[config.mk]
export PLATFORM = sky130hd
export DESIGN_NAME = fan_spinup_seq
export DESIGN_NICKNAME = d
export VERILOG_FILES = /design/src/rtl/fsu_pkg.sv /design/src/rtl/fsu_rst_sync.sv /design/src/rtl/fsu_cfg_reg.sv /design/src/rtl/fsu_seq.sv /design/src/rtl/fsu_duty_sel.sv /design/src/rtl/fan_spinup_seq.sv
export SDC_FILE = /design/constraint.sdc
export NUM_CORES = 1
export LEC_CHECK = 0
export BUFFER_PORTS_ARGS = -buffer_cell sky130_fd_sc_hd__buf_2
export CAP_MARGIN = 20
export CELL_PAD_IN_SITES_DETAIL_PLACEMENT = 2
export CELL_PAD_IN_SITES_GLOBAL_PLACEMENT = 2
export CORE_ASPECT_RATIO = 0.6
export CORE_UTILIZATION = 32
export CTS_BUF_LIST = sky130_fd_sc_hd__clkbuf_8
export CTS_CLUSTER_DIAMETER = 120
export DETAILED_ROUTE_END_ITERATION = 10
export PLACE_DENSITY_LB_ADDON = 0.1
export SYNTH_ARGS = -nofsm -noshare
export SYNTH_HDL_FRONTEND = slang
export SYNTH_SLANG_ARGS = --single-unit
[constraint.sdc]
create_clock -name clk -period 1.12 [get_ports clk]
set_input_delay 0.056 -clock clk [delete_from_list [all_inputs] [get_ports clk]]
set_output_delay 0.056 -clock clk [all_outputs]
set_load 0.02 [all_outputs]
[src/rtl/fsu_pkg.sv]
package fsu_pkg;

  // Field order matches the register layout: fast[5], duty[4:3], time[2:0]
  typedef struct packed {
    logic       fast;
    logic [1:0] duty_code;
    logic [2:0] time_code;
  } fsu_cfg_t;

  typedef enum logic {
    FSU_IDLE = 1'b0,
    FSU_SPIN = 1'b1
  } fsu_state_e;

  localparam logic [1:0] DC_OFF  = 2'b00;
  localparam logic [1:0] DC_HALF = 2'b01;
  localparam logic [1:0] DC_3Q   = 2'b10;
  localparam logic [1:0] DC_FULL = 2'b11;

  localparam fsu_cfg_t CFG_RESET = '{fast: 1'b1, duty_code: DC_FULL, time_code: 3'b111};

endpackage

[src/rtl/fsu_rst_sync.sv]
module fsu_rst_sync #(
  parameter int STAGES = 2
) (
  input  logic clk,
  input  logic rst_async_n,
  output logic rst_sync_n
);

  logic [STAGES-1:0] sync_q;
  logic [STAGES-1:0] sync_d;

  always_comb begin
    sync_d = {sync_q[STAGES-2:0], 1'b1};
  end

  always_ff @(posedge clk or negedge rst_async_n) begin
    if (!rst_async_n) sync_q <= '0;
    else              sync_q <= sync_d;
  end

  assign rst_sync_n = sync_q[STAGES-1];

endmodule

[src/rtl/fsu_cfg_reg.sv]
module fsu_cfg_reg
  import fsu_pkg::*;
#(
  parameter int REG_W = 8
) (
  input  logic             clk,
  input  logic             rst_n,
  input  logic             we,
  input  logic [REG_W-1:0] wdata,
  output logic [REG_W-1:0] rdata,
  output fsu_cfg_t         cfg
);

  localparam int FIELD_W = $bits(fsu_cfg_t);
  localparam int PAD_W   = REG_W - FIELD_W;

  fsu_cfg_t cfg_q;
  fsu_cfg_t cfg_d;
  logic     unused_pad;

  assign unused_pad = ^wdata[REG_W-1:FIELD_W];

  always_comb begin
    cfg_d = cfg_q;
    if (we) cfg_d = fsu_cfg_t'(wdata[FIELD_W-1:0]);
  end

  always_ff @(posedge clk or negedge rst_n) begin
    if (!rst_n) cfg_q <= CFG_RESET;
    else        cfg_q <= cfg_d;
  end

  assign cfg   = cfg_q;
  assign rdata = {{PAD_W{1'b0}}, cfg_q};

  // a write lands in the field bits on the following edge
  a_r1_load: assert property (@(posedge clk) disable iff (!rst_n)
    we |=> (cfg_q == $past(wdata[FIELD_W-1:0])));

  // without a write the stored fields hold
  a_r1_hold: assert property (@(posedge clk) disable iff (!rst_n)
    !we |=> $stable(cfg_q));

endmodule

[src/rtl/fsu_seq.sv]
module fsu_seq
  import fsu_pkg::*;
#(
  parameter int BASE_TICKS = 50
) (
  input  logic     clk,
  input  logic     rst_n,
  input  logic     tick,
  input  logic     start_req,
  input  logic     tach_ok,
  input  fsu_cfg_t cfg_i,
  output logic     active,
  output fsu_cfg_t cfg_lat
);

  localparam int MAX_TICKS = BASE_TICKS * 64;
  localparam int CNT_W     = $clog2(MAX_TICKS + 1);

  fsu_state_e       state_q, state_d;
  logic [CNT_W-1:0] cnt_q, cnt_d;
  fsu_cfg_t         lat_q, lat_d;
  logic             start_q;
  logic             start_edge;
  logic             cfg_ok;
  logic [CNT_W-1:0] limit;
  logic [CNT_W-1:0] last_cnt;

  assign start_edge = start_req & ~start_q;
  assign cfg_ok     = (cfg_i.time_code != 3'd0) &&
                      (cfg_i.fast || (cfg_i.duty_code != DC_OFF));

  always_comb begin
    limit    = CNT_W'(BASE_TICKS) << (lat_q.time_code - 3'd1);
    last_cnt = limit - CNT_W'(1);
  end

  always_comb begin
    state_d = state_q;
    cnt_d   = cnt_q;
    lat_d   = lat_q;
    case (state_q)
      FSU_IDLE: begin
        if (start_edge && cfg_ok) begin
          state_d = FSU_SPIN;
          cnt_d   = '0;
          lat_d   = cfg_i;
        end
      end
      FSU_SPIN: begin
        if (!start_req) begin
          state_d = FSU_IDLE;
        end else if (lat_q.fast && tach_ok) begin
          state_d = FSU_IDLE;
        end else if (tick) begin
          if (cnt_q == last_cnt) state_d = FSU_IDLE;
          else                   cnt_d   = cnt_q + CNT_W'(1);
        end
      end
      default: state_d = FSU_IDLE;
    endcase
  end

  always_ff @(posedge clk or negedge rst_n) begin
    if (!rst_n) begin
      state_q <= FSU_IDLE;
      cnt_q   <= '0;
      lat_q   <= '0;
      start_q <= 1'b0;
    end else begin
      state_q <= state_d;
      cnt_q   <= cnt_d;
      lat_q   <= lat_d;
      start_q <= start_req;
    end
  end

  assign active  = (state_q == FSU_SPIN);
  assign cfg_lat = lat_q;

  // an enabled start edge in idle enters spin-up
  a_r6_start: assert property (@(posedge clk) disable iff (!rst_n)
    (state_q == FSU_IDLE && start_req && !start_q && cfg_ok) |=> (state_q == FSU_SPIN));

  // a zero time code never leaves idle
  a_r3_skip: assert property (@(posedge clk) disable iff (!rst_n)
    (state_q == FSU_IDLE && cfg_i.time_code == 3'd0) |=> (state_q == FSU_IDLE));

  // zero duty code without fast mode never leaves idle
  a_r4_skip: assert property (@(posedge clk) disable iff (!rst_n)
    (state_q == FSU_IDLE && !cfg_i.fast && cfg_i.duty_code == DC_OFF) |=> (state_q == FSU_IDLE));

  // dropping the request aborts
  a_r8_abort: assert property (@(posedge clk) disable iff (!rst_n)
    (state_q == FSU_SPIN && !start_req) |=> (state_q == FSU_IDLE));

  // tachometer flag ends fast spin-up
  a_r7_tach_end: assert property (@(posedge clk) disable iff (!rst_n)
    (state_q == FSU_SPIN && lat_q.fast && tach_ok) |=> (state_q == FSU_IDLE));

  // captured settings stay put through spin-up
  a_r10_latched: assert property (@(posedge clk) disable iff (!rst_n)
    (state_q == FSU_SPIN) |=> $stable(lat_q));

  // the tick counter stays below the captured length
  a_r2_bound: assert property (@(posedge clk) disable iff (!rst_n)
    (state_q == FSU_SPIN) |-> (cnt_q < limit));

endmodule

[src/rtl/fsu_duty_sel.sv]
module fsu_duty_sel
  import fsu_pkg::*;
#(
  parameter int DUTY_W = 8
) (
  input  logic              clk,
  input  logic              rst_n,
  input  logic              active,
  input  fsu_cfg_t          cfg_lat,
  input  logic [DUTY_W-1:0] norm_duty,
  output logic [DUTY_W-1:0] eff_duty
);

  localparam logic [DUTY_W-1:0] D_FULL = {DUTY_W{1'b1}};
  localparam logic [DUTY_W-1:0] D_HALF = DUTY_W'(1) << (DUTY_W - 1);
  localparam logic [DUTY_W-1:0] D_3Q   = D_HALF | (DUTY_W'(1) << (DUTY_W - 2));

  logic [DUTY_W-1:0] spin_duty;

  always_comb begin
    if (cfg_lat.fast) begin
      spin_duty = D_FULL;
    end else begin
      case (cfg_lat.duty_code)
        DC_HALF: spin_duty = D_HALF;
        DC_3Q:   spin_duty = D_3Q;
        DC_FULL: spin_duty = D_FULL;
        default: spin_duty = D_FULL;
      endcase
    end
  end

  always_comb begin
    eff_duty = active ? spin_duty : norm_duty;
  end

  // fast spin-up always drives full duty
  a_r5_fast_full: assert property (@(posedge clk) disable iff (!rst_n)
    (active && cfg_lat.fast) |-> (eff_duty == D_FULL));

  // a half-duty spin-up never exceeds the half level
  a_r5_half: assert property (@(posedge clk) disable iff (!rst_n)
    (active && !cfg_lat.fast && cfg_lat.duty_code == DC_HALF) |-> (eff_duty == D_HALF));

endmodule

[src/rtl/fan_spinup_seq.sv]
module fan_spinup_seq
  import fsu_pkg::*;
#(
  parameter int DUTY_W     = 8,
  parameter int BASE_TICKS = 50,
  parameter int REG_W      = 8
) (
  input  logic              clk,
  input  logic              rst_n,
  input  logic              tick,
  input  logic              cfg_we,
  input  logic [REG_W-1:0]  cfg_wdata,
  output logic [REG_W-1:0]  cfg_rdata,
  input  logic [DUTY_W-1:0] norm_duty,
  input  logic              start_req,
  input  logic              tach_ok,
  output logic [DUTY_W-1:0] eff_duty,
  output logic              spin_active
);

  logic     rst_int_n;
  fsu_cfg_t cfg_cur;
  fsu_cfg_t cfg_lat;
  logic     active;

  fsu_rst_sync #(.STAGES(2)) u_rst (
    .clk         (clk),
    .rst_async_n (rst_n),
    .rst_sync_n  (rst_int_n)
  );

  fsu_cfg_reg #(.REG_W(REG_W)) u_cfg (
    .clk   (clk),
    .rst_n (rst_int_n),
    .we    (cfg_we),
    .wdata (cfg_wdata),
    .rdata (cfg_rdata),
    .cfg   (cfg_cur)
  );

  fsu_seq #(.BASE_TICKS(BASE_TICKS)) u_seq (
    .clk       (clk),
    .rst_n     (rst_int_n),
    .tick      (tick),
    .start_req (start_req),
    .tach_ok   (tach_ok),
    .cfg_i     (cfg_cur),
    .active    (active),
    .cfg_lat   (cfg_lat)
  );

  fsu_duty_sel #(.DUTY_W(DUTY_W)) u_duty (
    .clk       (clk),
    .rst_n     (rst_int_n),
    .active    (active),
    .cfg_lat   (cfg_lat),
    .norm_duty (norm_duty),
    .eff_duty  (eff_duty)
  );

  assign spin_active = active;

  // outside spin-up the normal duty reaches the output unchanged
  a_r9_pass: assert property (@(posedge clk) disable iff (!rst_int_n)
    !spin_active |-> (eff_duty == norm_duty));

endmodule

==> key figures, run 1 <==
Die
  • Num ports: 39
  • Std-Cell Rows: 23
  • Die Y-Extent: 66.7 um
  • Initial cell density of the core: 0.333
  • Area enclosed by the die boundary: 7330 um^2
  • Chip Width: 110 um
  • Core region area: 6710 um^2

Synth
  • Yosys top cell by area: dfrtp_1
  • Async set-or-reset flop fraction in the synthesized netlist: 1.00
  • Dominant combinational cell family by area after synthesis: simple AND/OR/NAND/NOR gates
  • Leading cell types by total area after synthesis: dfrtp_1, dfstp_2, ha_1
  • Gate count of the mapped netlist: 244
  • Primary flip-flop cell chosen by synthesis mapping: dfrtp_1
  • Mean cell area of the mapped netlist: 9.15 um^2
  • EDFF count, synth: 0
  • Synth top area share: 0.246
  • Share of synthesized area occupied by flip-flops and latches: 0.317
  • Cell area after synthesis: 2230 um^2
  • Synthesis Warnings: 0
  • Synth Area in XOR/XNOR: 0.0538
  • Number of distinct standard cells referenced by the synthesized netlist: 72
  • Register bit count reported by yosys: 28
  • Simple-gate share of the synthesized area: 0.238
  • Adder-cell share of the synthesized area: 0.0560
  • Mux contribution to synthesized area: 0.0728
  • Synthesized-area fraction occupied by ao, oa, aoi and oai cells: 0.187

Drt
  • Routed wire length: 14000 um
  • Final ANT Viol Nets: 0
  • Overall via count from detail_route: 2732
  • Pre-antenna DRT Iters: 4
  • DRC: 0
  • Count of routing violations after the opening detailed-route iteration: 212
  • Routed WL per cell: 30.8 um
  • Vias per cell: 6.03

Power
  • Worst IR drop on VDD: 1.69 mV
  • Portion of total power attributed to sequential cells: 0.171
  • Proportion of power drawn by combinational gates: 0.715
  • Switching power as a share of total power: 0.484
  • Internal power consumption: 4.17 mW
  • Fraction of power consumed by the clock network: 0.114
  • PwrDens: 2170 nW/um^2
  • Leakage power of the design: 1.64 nW
  • Net switching power: 3.91 mW

Global route
  • Overflow after GRT: 0
  • Number of antenna violations at the first check in global routing: 1
  • First-pass GRT wire length: 18300 um
  • Vias in the first global route: 2923
  • GRT Util Overall: 0.358
  • Maximum number of pins on one net before global-route repair: 27

Clock network
  • Clk Latency, worst-skew pair: 0.33 ns
  • Root Buffer Master: clkbuf_8
  • CTS Sinks: 28
  • Htree depth: 1
  • Buffers from clock root to sink, at most: 2
  • Clk slew on worst S/H paths: 0.13 ns
  • Cts bufs inserted: 3
  • CTS tree: built

Finish
  • Area overhead of the layout relative to synthesis: 66.4%
  • Final core utilization: 0.554
  • Layout cell share with drive strength beyond 1: 0.544
  • Total inserted antenna cells: 0
  • Nets@finish: 399

Run status
  • Failing checks: hold timing, setup timing
  • Result of the run: finished with violations

Place
  • Port Buffer Count: 34
  • Final weighted congestion of routability-driven global placement: 0.796
  • Post-Place Setup Slack: -2.11 ns
  • Final HPWL DP: 6600 um

Worst setup path
  • Critical Path Sink Type: register
  • Critical path launch point type: register
  • Cell with the biggest individual delay on the critical path: o311ai_0
  • Data arrival, critical path: 3.66 ns
  • Critical path type: register to register
  • Required time of the critical path: 1.26 ns
  • Critical path fanouts, max: 6
  • Critical-path cell list: buf_4 -> buf_4 -> ha_1 -> nor2_1 -> mux2i_1 -> mux2i_1 -> nor4_4 -> nand4_4 -> o31ai_4 -> buf_6 -> o311ai_0 -> o311ai_1
  • Worst path max stage delay: 0.53 ns

STA
  • Final critical-path share of the clock period: 3.14
  • Number of hold violations in the final report: 1
  • Max_slew headroom: 0.625
  • Pins over their slew limit: 0
  • Minimum clock period: 3.52 ns
  • Worst setup margin: -2.40 ns
  • Maximum clock rate: 0.284 GHz
  • Least-Margin Pin Slew: 0.556 ns
  • Total of endpoints with negative setup slack in the final report: 34
  • Worst hold slack: -0.0105 ns
  • Unrepaired setup endpoints after global routing: yes
  • Worst Skew: 0.0145 ns

Worst hold path
  • Hold Crit Class: input port to register

Run
  • MaxCap Viol Count: 0
## cells by family after synthesis
family          after synthesis
other cells                   2
flops                        28
mux                          15
simple gates                100
xor+xnor                     12
fa+ha+maj                    10
compound gates               50
buf+inv                      27
## per-layer routing
metal	part of all wire	global-route usage	wire, um
met4	0.044	0.148	621
met3	0.071	0.0851	991
met1	0.41	0.446	5680
met2	0.48	0.593	6680
met5	0	0	0
## placed cells by master (no fill, tap or decap), types with 4 or more instances in the layout
master	count
buf_4	68
buf_6	34
nand2_1	27
buf_2	19
dfrtp_1	19
nand3_1	10
inv_1	9
nor2_1	9
mux2_2	9
nor2_2	7
o311ai_1	7
dlygate4sd3_1	7
nor2_4	6
xor2_1	6
nor3_1	6
ha_1	6
dfstp_2	6
mux2i_1	5
a21oi_1	4
## what timing repair did
item	in CTS	in global routing
hold buffers	7	0
gates resized for setup	88	28
hold endpoints to repair	8	0
cloned	1	1
buffers inserted	12	11
endpoints found under the setup margin	34	34
pin swaps	15	12
## sequential cells by signal, indices dropped and copies added, names as in the netlist
| signal | count |
|---|---|
| u_seq.cfg_lat | 6 |
| u_cfg.cfg | 6 |
| u_seq.start_q | 1 |
| u_rst.sync_q | 2 |
| u_seq.cnt_q | 12 |
| u_seq.active | 1 |
## worst paths after layout
path | endpoint | depth (start not counted) | start | slack, ns
max reg2reg | u_seq.cnt_q[8] | 12 | u_seq.cfg_lat[1] | -2.40
min | u_cfg.cfg[1] | 2 | cfg_wdata[1] | -0.01
max in group asynchronous | u_cfg.cfg[0] | 1 | u_rst.sync_q[1] | 0.48
min in group asynchronous | u_rst.sync_q[0] | 2 | rst_n | 0.09
min reg2reg | u_seq.cnt_q[4] | 1 | u_rst.sync_q[1] | 0.31
max | u_seq.cnt_q[8] | 12 | u_seq.cfg_lat[1] | -2.40
## cell usage after synthesis, drive strengths merged, types with 5 or more instances
| cell type | instances |
|---|---|
| buf | 9 |
| dfrtp | 22 |
| dfstp | 6 |
| ha | 10 |
| inv | 13 |
| mux2 | 10 |
| mux2i | 5 |
| nand2 | 30 |
| nand3 | 10 |
| nor2 | 22 |
| nor3 | 10 |
| o21ai | 5 |
| o311ai | 11 |
| xnor2 | 6 |
| xor2 | 6 |
## area by class of cell
| type | instances | area [um^2] |
|---|---|---|
| fillers | 668 | 2990 |
| multi-input cells | 190 | 1640 |
| repair buffers | 131 | 1130 |
| flip-flops and latches | 28 | 712 |
| well taps | 87 | 109 |
| inverters | 13 | 56.3 |
| clock buffers | 3 | 41.3 |
| clock inverters | 1 | 30.0 |
## metrics by stage
step,area [um^2],setup TNS [ns],total power [mW],hold slack (ns),instances
floorplan,2260,-30.72,3.83,-0.240,245
global placement,2940,-28.52,5.38,-0.156,420
detailed placement,2940,-30.65,5.56,-0.144,420
CTS,3520,-31.96,7.04,0.00957,444
global route,3720,-38.18,8.24,-0.00423,453
finish,3720,-37.49,8.07,-0.0105,453
## critical path: cells and delay by family, from the launching register on
family / cells / cell delay [ns]
AOI/OAI and AO/OA: 3 / 0.92
and+or+nand+nor: 3 / 0.56
buffers and inverters: 3 / 0.49
adders and majority gates: 1 / 0.28
DFF: 1 / 0.46
muxes: 2 / 0.63
## power groups by stage
stage | sequential [mW] | combinational [mW] | clock, mW
6_report | 1.38 | 5.77 | 0.923
5_1_grt | 1.39 | 5.91 | 0.946
4_1_cts | 1.33 | 4.83 | 0.883
3_5_place_dp | 1.33 | 4.24 | 0
3_3_place_gp | 1.32 | 4.07 | 0
2_1_floorplan | 1.42 | 2.41 | 0
Note: power is estimated with default switching activity, not from simulation.
==> inputs of run 2 (changes only) <==
--- a/config.mk
+++ b/config.mk
@@ -5,7 +5,7 @@
 export SDC_FILE = /design/constraint.sdc
 export NUM_CORES = 1
 export LEC_CHECK = 0
-export BUFFER_PORTS_ARGS = -buffer_cell sky130_fd_sc_hd__buf_2
+export BUFFER_PORTS_ARGS = -buffer_cell sky130_fd_sc_hd__buf_4
 export CAP_MARGIN = 20
 export CELL_PAD_IN_SITES_DETAIL_PLACEMENT = 2
 export CELL_PAD_IN_SITES_GLOBAL_PLACEMENT = 2
==> run 2 against run 1 <==
Synthesized area did not move; the flow now stops in global routing (5_1_grt); synthesized cell count did not move.
==> key figures, run 2 <==
Clock network
  • Root Buffer Master: clkbuf_8
  • Buffers from clock root to sink, at most: 2 (unchanged)
  • Htree depth: 1 (unchanged)
  • Cts bufs inserted: 3 (unchanged)
  • CTS Sinks: 28 (unchanged)

Die
  • Num ports: 39 (unchanged)
  • Chip Width: 110 um (unchanged)
  • Std-Cell Rows: 23 (unchanged)
  • Initial cell density of the core: 0.333 (unchanged)
  • Die Y-Extent: 66.7 um (unchanged)

Global route
  • Number of antenna violations at the first check in global routing: 0
  • Maximum number of pins on one net before global-route repair: 18

Synth
  • Mean cell area of the mapped netlist: 9.15 um^2 (unchanged)
  • Yosys top cell by area: dfrtp_1
  • Cell area after synthesis: 2230 um^2 (unchanged)
  • Synth top area share: 0.246 (unchanged)
  • Share of synthesized area occupied by flip-flops and latches: 0.317 (unchanged)
  • Leading cell types by total area after synthesis: dfrtp_1, dfstp_2, ha_1
  • Register bit count reported by yosys: 28 (unchanged)
  • Most frequent cells after synthesis: nand2_1, dfrtp_1, nor2_1
  • Primary flip-flop cell chosen by synthesis mapping: dfrtp_1
  • Most common cell in the netlist: nand2_1
  • Synthesis Warnings: 0 (unchanged)
  • Gate count of the mapped netlist: 244 (unchanged)
  • Number of distinct standard cells referenced by the synthesized netlist: 72 (unchanged)
  • Async set-or-reset flop fraction in the synthesized netlist: 1.00 (unchanged)
  • EDFF count, synth: 0 (unchanged)

Run status
  • Error msg: [ERROR DPL-0033] detailed placement checks failed during check placement.
  • Result of the run: did not finish
  • Fail Step: global routing (5_1_grt)

STA
  • Endpoint pin with the least setup slack after global-route repair: u_seq.cnt_q[0]$_DFFE_PN0P_/D
  • Worst_ep kind: register data pin

Place
  • Final HPWL DP: 6690 um (+1.5%)
  • Post-Place Cells: 417 (-0.71%)
  • Final weighted congestion of routability-driven global placement: 0.820 (+3.0%)
  • Port Buffer Count: 34 (unchanged)
## run 2: cell counts after synthesis
No cell type changed its count.
## run 2: metrics by stage
stage / setup slack, ns / utilization / cell area, um^2
floorplan: -2.06 / - / 2260
global placement: -1.97 / 0.450 / 3020
detailed placement: -2.02 / 0.450 / 3020
CTS: -1.99 / 0.522 / 3500
## run 2: cell families after synthesis
kind of cell	synth area share
XOR/XNOR	0.0538
multiplexers	0.0728
AND/OR/NAND/NOR	0.238
buffers and inverters	0.0717
other	0.00336
adder cells (fa/ha/maj)	0.0560
AO/OA/AOI/OAI	0.187
flip-flops	0.317
## run 2: what timing repair did
action	in CTS
hold buffers	8
gates cloned	1
setup endpoints to repair	34
buffers inserted	11
pin swaps	6
endpoints found under the hold margin	9
resized for setup	52
==> inputs of run 3 (changes only) <==
--- a/config.mk
+++ b/config.mk
@@ -7,14 +7,9 @@
 export LEC_CHECK = 0
 export BUFFER_PORTS_ARGS = -buffer_cell sky130_fd_sc_hd__buf_4
 export CAP_MARGIN = 20
-export CELL_PAD_IN_SITES_DETAIL_PLACEMENT = 2
-export CELL_PAD_IN_SITES_GLOBAL_PLACEMENT = 2
-export CORE_ASPECT_RATIO = 0.6
-export CORE_UTILIZATION = 32
-export CTS_BUF_LIST = sky130_fd_sc_hd__clkbuf_8
-export CTS_CLUSTER_DIAMETER = 120
+export CORE_UTILIZATION = 30
 export DETAILED_ROUTE_END_ITERATION = 10
-export PLACE_DENSITY_LB_ADDON = 0.1
+export PLACE_DENSITY_LB_ADDON = 0.15
 export SYNTH_ARGS = -nofsm -noshare
 export SYNTH_HDL_FRONTEND = slang
 export SYNTH_SLANG_ARGS = --single-unit
==> constraint.sdc (replaced) <==
create_clock -name clk -period 1.46 [get_ports clk]
set_input_delay 0.073 -clock clk [delete_from_list [all_inputs] [get_ports clk]]
set_output_delay 0.073 -clock clk [all_outputs]
set_load 0.02 [all_outputs]
==> run 3 against run 2 <==
The flow now finishes, with violations (setup timing).
==> key figures, run 3 (synthesis gave the netlist of run 1 again) <==
Finish
  • Most frequent standard cell in the layout excluding fill and tap cells: buf_4
  • Commonest cells after routing, fill and taps aside: buf_4, nand2_1, dfrtp_1
  • Nets@finish: 381
  • Final core utilization: 0.488
  • Cell area after layout: 3520 um^2
  • Filler Cells Inserted: 717
  • Layout cell share with drive strength beyond 1: 0.497
  • Final cell count without fillers: 447
  • Area overhead of the layout relative to synthesis: 57.6%
  • Register name with the most flops: u_seq.cnt_q
  • Flip-flop count of the largest register after layout: 12
  • Total inserted antenna cells: 0

Die
  • Core region area: 7210 um^2
  • Die Y-Extent: 88.3 um (+32%)
  • Std-Cell Rows: 31 (+35%)
  • Area enclosed by the die boundary: 7790 um^2
  • Initial cell density of the core: 0.310 (-0.0235)
  • Num ports: 39 (unchanged)
  • Chip Width: 88.3 um (-20%)

Place
  • Total cell area at the placement stage: 3000 um^2 (-0.41%)
  • Final HPWL DP: 4700 um (-30%)
  • Final weighted congestion of routability-driven global placement: 0.825 (+0.62%)
  • Port Buffer Count: 34 (unchanged)
  • Post-Place Cells: 427 (+2.4%)

Worst setup path
  • Critical path launch point type: register
  • Critical Path Sink Type: register
  • Reg2Reg Setup Slack: -1.49 ns
  • Required time of the critical path: 1.63 ns
  • Data arrival, critical path: 3.13 ns
  • Critical path type: register to register
  • Critical-path cell list: inv_4 -> ha_4 -> xnor2_4 -> nand2_2 -> ha_4 -> xnor2_1 -> or4b_1 -> nor4_2 -> nand4_2 -> o311a_1 -> and3_1 -> a211o_1
  • Endpoint of the worst register-to-register path: u_seq.cnt_q[10]
  • Worst path max stage delay: 0.49 ns
  • Cell with the biggest individual delay on the critical path: or4b_1
  • Origin of the critical flop-to-flop path: u_seq.cfg_lat[0]
  • Worst Reg-to-Reg Cells: 12
  • Cell occurring most often along the worst timing path: ha_4
  • Critical path fanouts, max: 4

Clock network
  • Cts bufs inserted: 3 (unchanged)
  • Htree depth: 1 (unchanged)
  • Clk slew on worst S/H paths: 0.10 ns
  • CTS Sinks: 28 (unchanged)
  • Buffers from clock root to sink, at most: 2 (unchanged)
  • Clk Latency, worst-skew pair: 0.28 ns
  • CTS tree: built
  • Root Buffer Master: clkbuf_8

STA
  • Final critical-path share of the clock period: 2.02
  • Worst setup margin: -1.49 ns
  • Unrepaired setup endpoints after global routing: yes
  • Number of hold violations in the final report: 0
  • Maximum clock rate: 0.339 GHz
  • Total of endpoints with negative setup slack in the final report: 27
  • Worst Skew: 0.00380 ns
  • Sum of negative setup slack: -20.05 ns
  • Minimum clock period: 2.95 ns
  • Pins over their slew limit: 0

Power
  • PwrDens: 1490 nW/um^2
  • Overall power after layout: 5.23 mW
  • Worst IR drop on VDD: 0.557 mV
  • Leakage power of the design: 1.52 nW

Worst hold path
  • Min-Delay Endpoint: u_cfg.cfg[5]
  • WHS Path Cells: 2
  • Hold Crit Class: input port to register
  • Worst min-delay path startpoint: cfg_wdata[5]

Drt
  • DRC: 0
  • Overall via count from detail_route: 2181
  • Final ANT Viol Nets: 0
  • Count of routing violations after the opening detailed-route iteration: 61
  • Routed WL per cell: 14.4 um
  • Vias per cell: 4.88
  • Pre-antenna DRT Iters: 4
  • Routed wire length: 6420 um

Global route
  • Vias in the first global route: 2150
  • Overflow after GRT: 0
  • Number of antenna violations at the first check in global routing: 0
  • GR Layer Usage met1: 0.245
  • Maximum number of pins on one net before global-route repair: 27
  • GRT busiest layer: met2
  • Met2 capacity usage during global routing: 0.292
  • GRT Util Overall: 0.174
  • First-pass GRT wire length: 10500 um
  • Met3 GRT Util: 0.0121

Run status
  • Failing checks: setup timing
  • Result of the run: finished with violations

Run
  • MaxCap Viol Count: 0
## run 3: metal layers
metal  share of wire  wire length, um  vias up
li1                -                -     1097
met1            0.47             3050     1041
met2            0.48             3100       38
met3           0.033              214        5
met4          0.0087               56        0
met5               0                0        -
## run 3: per-stage QoR
| stage | worst slack [ns] | hold WS (ns) |
|---|---|---|
| after floorplan | -1.72 | -0.223 |
| after global placement | -1.56 | -0.145 |
| after detailed placement | -1.60 | -0.144 |
| after CTS | -1.50 | 0.0145 |
| after global routing | -1.65 | 0.00675 |
| final | -1.49 | 0.0209 |
## run 3: cell type report
cell class | instances | area, um^2 | share of cell area
sequential | 28 | 711 | 0.202
inverter | 13 | 57.6 | 0.0163
tap | 99 | 124 | 0.0352
timing repair buffer | 113 | 970 | 0.275
multi-input combinational | 190 | 1590 | 0.451
clock buffer | 3 | 41.3 | 0.0117
clock inverter | 1 | 30.0 | 0.00853
## run 3: what timing repair did
action	in CTS	in global routing
resized for setup	32	37
endpoints found under the hold margin	3	0
buffers inserted	8	2
pin swaps	10	18
endpoints found under the setup margin	25	27
hold buffers	2	0
cloned	2	2
## run 3: where the power goes
part           leakage (nW)  switching [mW]  internal (mW)
Clock                0.0357           0.248          0.367
Combinational          1.14            1.77           1.83
Sequential            0.348           0.105          0.905
## run 3: worst max-delay path by stage
| stage | to | startpoint | depth (start not counted) |
|---|---|---|---|
| 2_1_floorplan | u_seq.cnt_q[0] | u_seq.cfg_lat[0] | 14 |
| 3_3_place_gp | u_seq.cnt_q[0] | u_seq.cfg_lat[1] | 13 |
| 3_5_place_dp | u_seq.cnt_q[0] | u_seq.cfg_lat[0] | 13 |
| 4_1_cts | u_seq.cnt_q[0] | u_seq.cfg_lat[0] | 13 |
| 5_1_grt | u_seq.cnt_q[0] | u_seq.cfg_lat[0] | 13 |
| 6_report | u_seq.cnt_q[10] | u_seq.cfg_lat[0] | 12 |
## run 3: critical path: cells and delay by family (launching register included)
kind	cells	cell delay, ns
xor+xnor	2	0.24
fa+ha+maj	2	0.40
buf+inv	1	0.07
compound gates	2	0.61
simple gates	5	1.08
flops	1	0.44
